`config.mk`:
```
export PLATFORM = sky130hd
export DESIGN_NAME = cog_slope_engine
export DESIGN_NICKNAME = d
export VERILOG_FILES = /design/src/rtl/cog_pkg.sv /design/src/rtl/cog_moments.sv /design/src/rtl/cog_divider.sv /design/src/rtl/cog_slope_engine.sv
export SDC_FILE = /design/constraint.sdc
export NUM_CORES = 2
export LEC_CHECK = 0
export ABC_AREA = 1
export CAP_MARGIN = 0
export CORE_ASPECT_RATIO = 1.2
export CORE_MARGIN = 5
export CORE_UTILIZATION = 57
export DETAILED_ROUTE_END_ITERATION = 7
export HOLD_SLACK_MARGIN = 0.08
export PLACE_DENSITY = 0.81
export RECOVER_POWER = 25
export SKIP_CTS_REPAIR_TIMING = 1
export SYNTH_ARGS = -nofsm -noshare
export SYNTH_HDL_FRONTEND = slang
export SYNTH_SLANG_ARGS = --single-unit
```
`constraint.sdc`:
```
create_clock -name clk -period 2.4 [get_ports clk]
set_clock_uncertainty 0.15 [all_clocks]
set_input_delay 0.36 -clock clk [delete_from_list [all_inputs] [get_ports clk]]
set_output_delay 0.36 -clock clk [all_outputs]
set_load 0.01 [all_outputs]
```
`src/rtl/cog_pkg.sv`:
```
package cog_pkg;

    typedef enum logic [2:0] {
        ST_INIT,
        ST_FETCH,
        ST_LOAD,
        ST_DIVIDE,
        ST_EMIT
    } eng_state_t;

    function automatic int safe_clog2(input int v);
        return (v > 1) ? $clog2(v) : 1;
    endfunction

endpackage

```
`src/rtl/cog_moments.sv`:
```
module cog_moments #(
    parameter int P     = 4,
    parameter int PIX_W = 12,
    parameter int TOT_W = 16,
    parameter int MOM_W = 19
) (
    input  logic [P*P*PIX_W-1:0]     pix,
    output logic [TOT_W-1:0]         total,
    output logic signed [MOM_W-1:0]  mom_x,
    output logic signed [MOM_W-1:0]  mom_y
);

    always_comb begin
        logic signed [MOM_W-1:0] val;
        logic signed [MOM_W-1:0] wx;
        logic signed [MOM_W-1:0] wy;
        total = '0;
        mom_x = '0;
        mom_y = '0;
        for (int r = 0; r < P; r++) begin
            for (int c = 0; c < P; c++) begin
                val   = MOM_W'(pix[(r*P+c)*PIX_W +: PIX_W]);
                wx    = MOM_W'(2*c - (P-1));
                wy    = MOM_W'(2*r - (P-1));
                total = total + TOT_W'(pix[(r*P+c)*PIX_W +: PIX_W]);
                mom_x = mom_x + wx * val;
                mom_y = mom_y + wy * val;
            end
        end
    end

endmodule

```
`src/rtl/cog_divider.sv`:
```
module cog_divider #(
    parameter int NW = 24,
    parameter int DW = 16,
    parameter int QW = 10
) (
    input  logic          clk,
    input  logic          rst_n,
    input  logic          load,
    input  logic          step,
    input  logic [NW-1:0] num,
    input  logic [DW-1:0] den,
    output logic [QW-1:0] quo
);

    logic [DW-1:0] rem_q;
    logic [QW-1:0] sh_q;
    logic [DW-1:0] den_q;
    logic [DW:0]   trial;

    assign trial = {rem_q, sh_q[QW-1]};
    assign quo   = sh_q;

    always_ff @(posedge clk or negedge rst_n) begin
        if (!rst_n) begin
            rem_q <= '0;
            sh_q  <= '0;
            den_q <= '0;
        end else if (load) begin
            rem_q <= DW'(num >> QW);
            sh_q  <= num[QW-1:0];
            den_q <= den;
        end else if (step) begin
            if (trial >= {1'b0, den_q}) begin
                rem_q <= DW'(trial - {1'b0, den_q});
                sh_q  <= {sh_q[QW-2:0], 1'b1};
            end else begin
                rem_q <= trial[DW-1:0];
                sh_q  <= {sh_q[QW-2:0], 1'b0};
            end
        end
    end

endmodule

```
`src/rtl/cog_slope_engine.sv`:
```
module cog_slope_engine
    import cog_pkg::*;
#(
    parameter int P     = 4,
    parameter int ITER  = 2,
    parameter int N_SUB = 8,
    parameter int PIX_W = 12,
    parameter int FRAC  = 8,
    parameter int CNT_W = 16,
    localparam int NPIX    = P*P,
    localparam int SUB_W   = NPIX*PIX_W,
    localparam int GROUPS  = N_SUB/ITER,
    localparam int GRP_W   = safe_clog2(GROUPS),
    localparam int ADDR_W  = GRP_W + 1,
    localparam int POS_W   = safe_clog2(P),
    localparam int QW      = POS_W + FRAC,
    localparam int SLOPE_W = QW + 1
) (
    input  logic                     clk,
    input  logic                     rst_n,
    input  logic                     frame_start,
    input  logic                     row_done_tgl,
    output logic [ADDR_W-1:0]        rd_addr,
    input  logic [ITER*SUB_W-1:0]    rd_data,
    output logic [ITER*SLOPE_W-1:0]  slope_x,
    output logic [ITER*SLOPE_W-1:0]  slope_y,
    output logic                     slope_valid,
    output logic [CNT_W-1:0]         pipe_out
);

    localparam int TOT_W = PIX_W + $clog2(NPIX);
    localparam int MAG_W = TOT_W + POS_W;
    localparam int MOM_W = MAG_W + 1;
    localparam int NW    = MAG_W + FRAC - 1;
    localparam int DCW   = safe_clog2(QW + 1);

    eng_state_t        state, state_nxt;
    logic [2:0]        tgl_sync;
    logic              row_pulse;
    logic              pending_q;
    logic [GRP_W-1:0]  grp_q;
    logic              row_sel_q;
    logic [DCW-1:0]    div_cnt_q;
    logic              valid_q;
    logic [CNT_W-1:0]  pipe_q;
    logic              last_grp;
    logic              div_done;
    logic              row_go;

    // Row-complete toggle synchroniser and change detector
    always_ff @(posedge clk or negedge rst_n) begin
        if (!rst_n) tgl_sync <= '0;
        else        tgl_sync <= {tgl_sync[1:0], row_done_tgl};
    end
    assign row_pulse = tgl_sync[2] ^ tgl_sync[1];

    assign last_grp = (grp_q == GRP_W'(GROUPS-1));
    assign div_done = (div_cnt_q == DCW'(QW-1));
    assign row_go   = row_pulse | pending_q;

    // State register
    always_ff @(posedge clk or negedge rst_n) begin
        if (!rst_n) state <= ST_INIT;
        else        state <= state_nxt;
    end

    // Next-state logic
    always_comb begin
        state_nxt = state;
        unique case (state)
            ST_INIT:   if (row_go) state_nxt = ST_FETCH;
            ST_FETCH:  state_nxt = ST_LOAD;
            ST_LOAD:   state_nxt = ST_DIVIDE;
            ST_DIVIDE: if (div_done) state_nxt = ST_EMIT;
            ST_EMIT:   state_nxt = last_grp ? ST_INIT : ST_FETCH;
            default:   state_nxt = ST_INIT;
        endcase
        if (frame_start) state_nxt = ST_INIT;
    end

    // Control counters and output strobe
    always_ff @(posedge clk or negedge rst_n) begin
        if (!rst_n) begin
            pending_q <= 1'b0;
            grp_q     <= '0;
            row_sel_q <= 1'b0;
            div_cnt_q <= '0;
            valid_q   <= 1'b0;
            pipe_q    <= '0;
        end else if (frame_start) begin
            pending_q <= 1'b0;
            grp_q     <= '0;
            row_sel_q <= 1'b0;
            div_cnt_q <= '0;
            valid_q   <= 1'b0;
            pipe_q    <= '0;
        end else begin
            valid_q <= 1'b0;
            if (state == ST_INIT) pending_q <= 1'b0;
            else                  pending_q <= pending_q | row_pulse;
            unique case (state)
                ST_LOAD:   div_cnt_q <= '0;
                ST_DIVIDE: div_cnt_q <= div_cnt_q + 1'b1;
                ST_EMIT: begin
                    valid_q <= 1'b1;
                    pipe_q  <= pipe_q + CNT_W'(ITER);
                    if (last_grp) begin
                        grp_q     <= '0;
                        row_sel_q <= ~row_sel_q;
                    end else begin
                        grp_q <= grp_q + 1'b1;
                    end
                end
                default: ;
            endcase
        end
    end

    assign rd_addr     = {row_sel_q, grp_q};
    assign slope_valid = valid_q;
    assign pipe_out    = pipe_q;

    // One datapath lane per subaperture of a group
    for (genvar k = 0; k < ITER; k++) begin : g_lane
        logic [TOT_W-1:0]         total;
        logic signed [MOM_W-1:0]  mom_x, mom_y;
        logic [MAG_W-1:0]         mag_x, mag_y;
        logic [QW-1:0]            quo_x, quo_y;
        logic                     zero_q, neg_x_q, neg_y_q;
        logic [SLOPE_W-1:0]       sx_q, sy_q;

        cog_moments #(
            .P(P), .PIX_W(PIX_W), .TOT_W(TOT_W), .MOM_W(MOM_W)
        ) mom_i (
            .pix   (rd_data[k*SUB_W +: SUB_W]),
            .total (total),
            .mom_x (mom_x),
            .mom_y (mom_y)
        );

        assign mag_x = mom_x[MOM_W-1] ? MAG_W'(-mom_x) : MAG_W'(mom_x);
        assign mag_y = mom_y[MOM_W-1] ? MAG_W'(-mom_y) : MAG_W'(mom_y);

        cog_divider #(.NW(NW), .DW(TOT_W), .QW(QW)) divx_i (
            .clk   (clk),
            .rst_n (rst_n),
            .load  (state == ST_LOAD),
            .step  (state == ST_DIVIDE),
            .num   (NW'(mag_x) << (FRAC-1)),
            .den   (total),
            .quo   (quo_x)
        );

        cog_divider #(.NW(NW), .DW(TOT_W), .QW(QW)) divy_i (
            .clk   (clk),
            .rst_n (rst_n),
            .load  (state == ST_LOAD),
            .step  (state == ST_DIVIDE),
            .num   (NW'(mag_y) << (FRAC-1)),
            .den   (total),
            .quo   (quo_y)
        );

        always_ff @(posedge clk or negedge rst_n) begin
            if (!rst_n) begin
                zero_q  <= 1'b0;
                neg_x_q <= 1'b0;
                neg_y_q <= 1'b0;
                sx_q    <= '0;
                sy_q    <= '0;
            end else begin
                if (state == ST_LOAD) begin
                    zero_q  <= (total == '0);
                    neg_x_q <= mom_x[MOM_W-1];
                    neg_y_q <= mom_y[MOM_W-1];
                end
                if (state == ST_EMIT && !frame_start) begin
                    if (zero_q) begin
                        sx_q <= '0;
                        sy_q <= '0;
                    end else begin
                        sx_q <= neg_x_q ? -SLOPE_W'(quo_x) : SLOPE_W'(quo_x);
                        sy_q <= neg_y_q ? -SLOPE_W'(quo_y) : SLOPE_W'(quo_y);
                    end
                end
            end
        end

        assign slope_x[k*SLOPE_W +: SLOPE_W] = sx_q;
        assign slope_y[k*SLOPE_W +: SLOPE_W] = sy_q;
    end

endmodule

```
==> qor.yml <==
status: "complete, but fails checks"
violations: "capacitance limit, slew limit, setup timing"
numCtsBuffers: 19
synthArstFlopShare: 1.00
end_kind: "register"
cts.clk_slew.worst_paths_ns: 0.09
core_um2: 116000
ios: 452
cp.arrival_ns: 8.28
post-route-min-period_ns: 8.00
wl_met3_mm: 32.1
grt_max_degree: 108
syn_avg_cell_area_um2: 8.15
slowest_delay_ns: 0.55
layout_commonest_cell: "inv_1"
hold_start: "tgl_sync[0]$_DFF_PN0_"
grt_overflow: 0
initial_utilization: 0.574
seq_area_um2: 5410
dp_cells: 11900
vias_per_cell: 5.74
cts-root-buf: "clkbuf_16"
synthFlopType: "dfrtp_1"
hold_path_depth: 0
multi_input_area_um2: 59300
routabilityCongestion: 1.07
grt_pass1_wl_mm: 389
via_count: 69200
clock_sinks: 216
antenna_found_initial: 12
nNetsFinal: 12900
first_pass_iters: 7
dieArea_um2: 124000
drive_gt1_frac: 0.305
instances_no_fill: 12100
final_cell_mix: "inv_1, buf_4, fa_1, nand2_1, ha_1"
max_freq_ghz: 0.125
n_fill_cell: 6930
routed_wirelength_mm: 295
setup_viol: 136
timing.final.crit_share: 3.33
rsz0062_at_grt: "true"
yosysUniqueCellTypes: 63
critPathSlowestCell: "fa_1"
fp.dieW_um: 322
ant_nets: 0
clk_path_buf_depth: 3
syn_to_final_growth_pct: 43.6
grt_use_total: 0.413
wl_per_cell_um: 24.5
r2r_slack_ns: -0.59
crit_type: "in2reg"
worstRegToRegCells: 14
maxCapViolCount: 1
drv_slew: 53
hpwl_mm: 235
rows: 137
min_to: "tgl_sync[1]$_DFF_PN0_"
grt_pass1_vias: 68700
rr_endpoint: "g_lane[0].divy_i.rem_q[14]$_DFFE_PN0P_"
worst_setup_path_start_kind: "primary input"
top_layer: "met5"
hp-class: "reg2reg"
worstPathMaxFanout: 8
synth-edff-count: 0
synth_seq_area_share: 0.0810
port-buffer-count: 450
r2r-start: "g_lane[0].divy_i.den_q[0]$_DFFE_PN0P_"
setup_slack_ns: -5.60
die_height_um: 385
slew_headroom: -0.0368
synth.net_count: 10600
met1_length_mm: 103
path_delay_family: "adder cells"
netlist_instances: 8194
clock_latency_ns: 0.55
synth_area_um2: 66700
worst_pin_slew_ns: 1.56
cts.htree.levels: 1
cp_num_buf_inv: 7
required_ns: 2.68
drt_iter0_drc: 7101
hold_viol_final: 0
met2_length_mm: 132
ys_ff_latch: 216
cts_tree: "done"
ys_warn_count: 0
drc_errors: 0
-- stage by stage --
step | TNS, ns | hold WS (ns) | area (um2) | setup slack (ns) | util
floorplan | -439.89 | -0.0856 | 68400 | -4.87 | -
global placement | -591.74 | 0.166 | 88200 | -6.21 | 0.759
detailed placement | -610.98 | 0.170 | 88200 | -6.51 | 0.759
CTS | -552.62 | -0.408 | 88900 | -5.99 | 0.765
global route | -538.92 | 0.235 | 95900 | -5.83 | 0.825
finish | -514.54 | 0.223 | 95900 | -5.60 | 0.825
-- area by class of cell --
class | instances | share of cell area
timing repair buffer | 2378 | 0.208
clock inverter | 10 | 0.00137
tap | 1529 | 0.0200
inverter | 2293 | 0.0905
sequential | 216 | 0.0564
clock buffer | 22 | 0.00529
antenna | 9 | 0.000235
multi-input combinational | 5613 | 0.618
-- synthesized netlist by cell type, types with 9 or more instances --
| cell | count | area share |
|---|---|---|
| o221ai_1 | 12 | 0.0016 |
| xor2_1 | 292 | 0.038 |
| dfrtp_1 | 216 | 0.081 |
| a31oi_1 | 12 | 0.0011 |
| ha_1 | 924 | 0.17 |
| clkbuf_1 | 49 | 0.0028 |
| or2_2 | 13 | 0.0012 |
| nand2_1 | 1183 | 0.067 |
| o21bai_1 | 50 | 0.0056 |
| o211ai_1 | 28 | 0.0031 |
| fa_1 | 1100 | 0.33 |
| a21oi_1 | 463 | 0.035 |
| nand3_1 | 384 | 0.029 |
| o21ai_0 | 286 | 0.021 |
| o22ai_1 | 28 | 0.0026 |
| xnor2_1 | 175 | 0.023 |
| a21o_1 | 31 | 0.0035 |
| and2_1 | 16 | 0.0015 |
| o21a_1 | 15 | 0.0017 |
| nand4_1 | 60 | 0.0056 |
| buf_2 | 11 | 0.00082 |
| nand3b_1 | 22 | 0.0025 |
| nor4_1 | 9 | 0.00084 |
| nor2_1 | 337 | 0.019 |
| inv_1 | 2284 | 0.13 |
| nand2_2 | 14 | 0.0013 |
| nor3_1 | 65 | 0.0049 |
-- routing by layer --
metal	global-route usage	vias to the layer above
li1	-	29700
met1	0.516	33400
met2	0.675	4439
met3	0.0857	1705
met4	0.224	4
met5	0	-
-- worst max path at each step --
| stage | start | end | cells past startpoint |
|---|---|---|---|
| floorplan | rd_data[243] | g_lane[1].divx_i.rem_q[4]$_DFFE_PN0P_ | 39 |
| global placement | rd_data[325] | g_lane[1].divx_i.rem_q[10]$_DFFE_PN0P_ | 36 |
| detailed placement | rd_data[157] | g_lane[0].divy_i.rem_q[13]$_DFFE_PN0P_ | 39 |
| CTS | rd_data[157] | g_lane[0].divy_i.rem_q[13]$_DFFE_PN0P_ | 39 |
| global route | rd_data[201] | g_lane[1].divx_i.rem_q[1]$_DFFE_PN0P_ | 33 |
| finish | rd_data[201] | g_lane[1].divx_i.rem_q[9]$_DFFE_PN0P_ | 34 |
-- kinds of logic (layout without fill, tap and decap cells) --
group	after synthesis	in the layout	synth area share
xor+xnor	471	471	0.0624
mux	2	2	0.000300
other cells	1	10	0.0000562
fa+ha+maj	2024	2024	0.503
simple gates	2137	2142	0.137
flops	216	216	0.0810
buf+inv	2370	4703	0.134
compound gates	973	973	0.0814
-- registers in the layout (all words and copies together), names as in the netlist --
signal               flops
g_lane.sx_q             22
g_lane.divx_i.rem_q     32
g_lane.divx_i.quo       20
grp_q                    2
slope_valid              1
g_lane.divy_i.rem_q     32
g_lane.zero_q            2
tgl_sync                 3
state                    3
g_lane.divy_i.den_q     16
g_lane.divy_i.quo       20
pipe_out                15
g_lane.neg_y_q           2
row_sel_q                1
g_lane.sy_q             22
div_cnt_q                4
g_lane.neg_x_q           2
pending_q                1
g_lane.divx_i.den_q     16
Power is left out: the tool's default activity adds up to more than one toggle a clock period on the data nets, which glitch-free logic cannot reach.
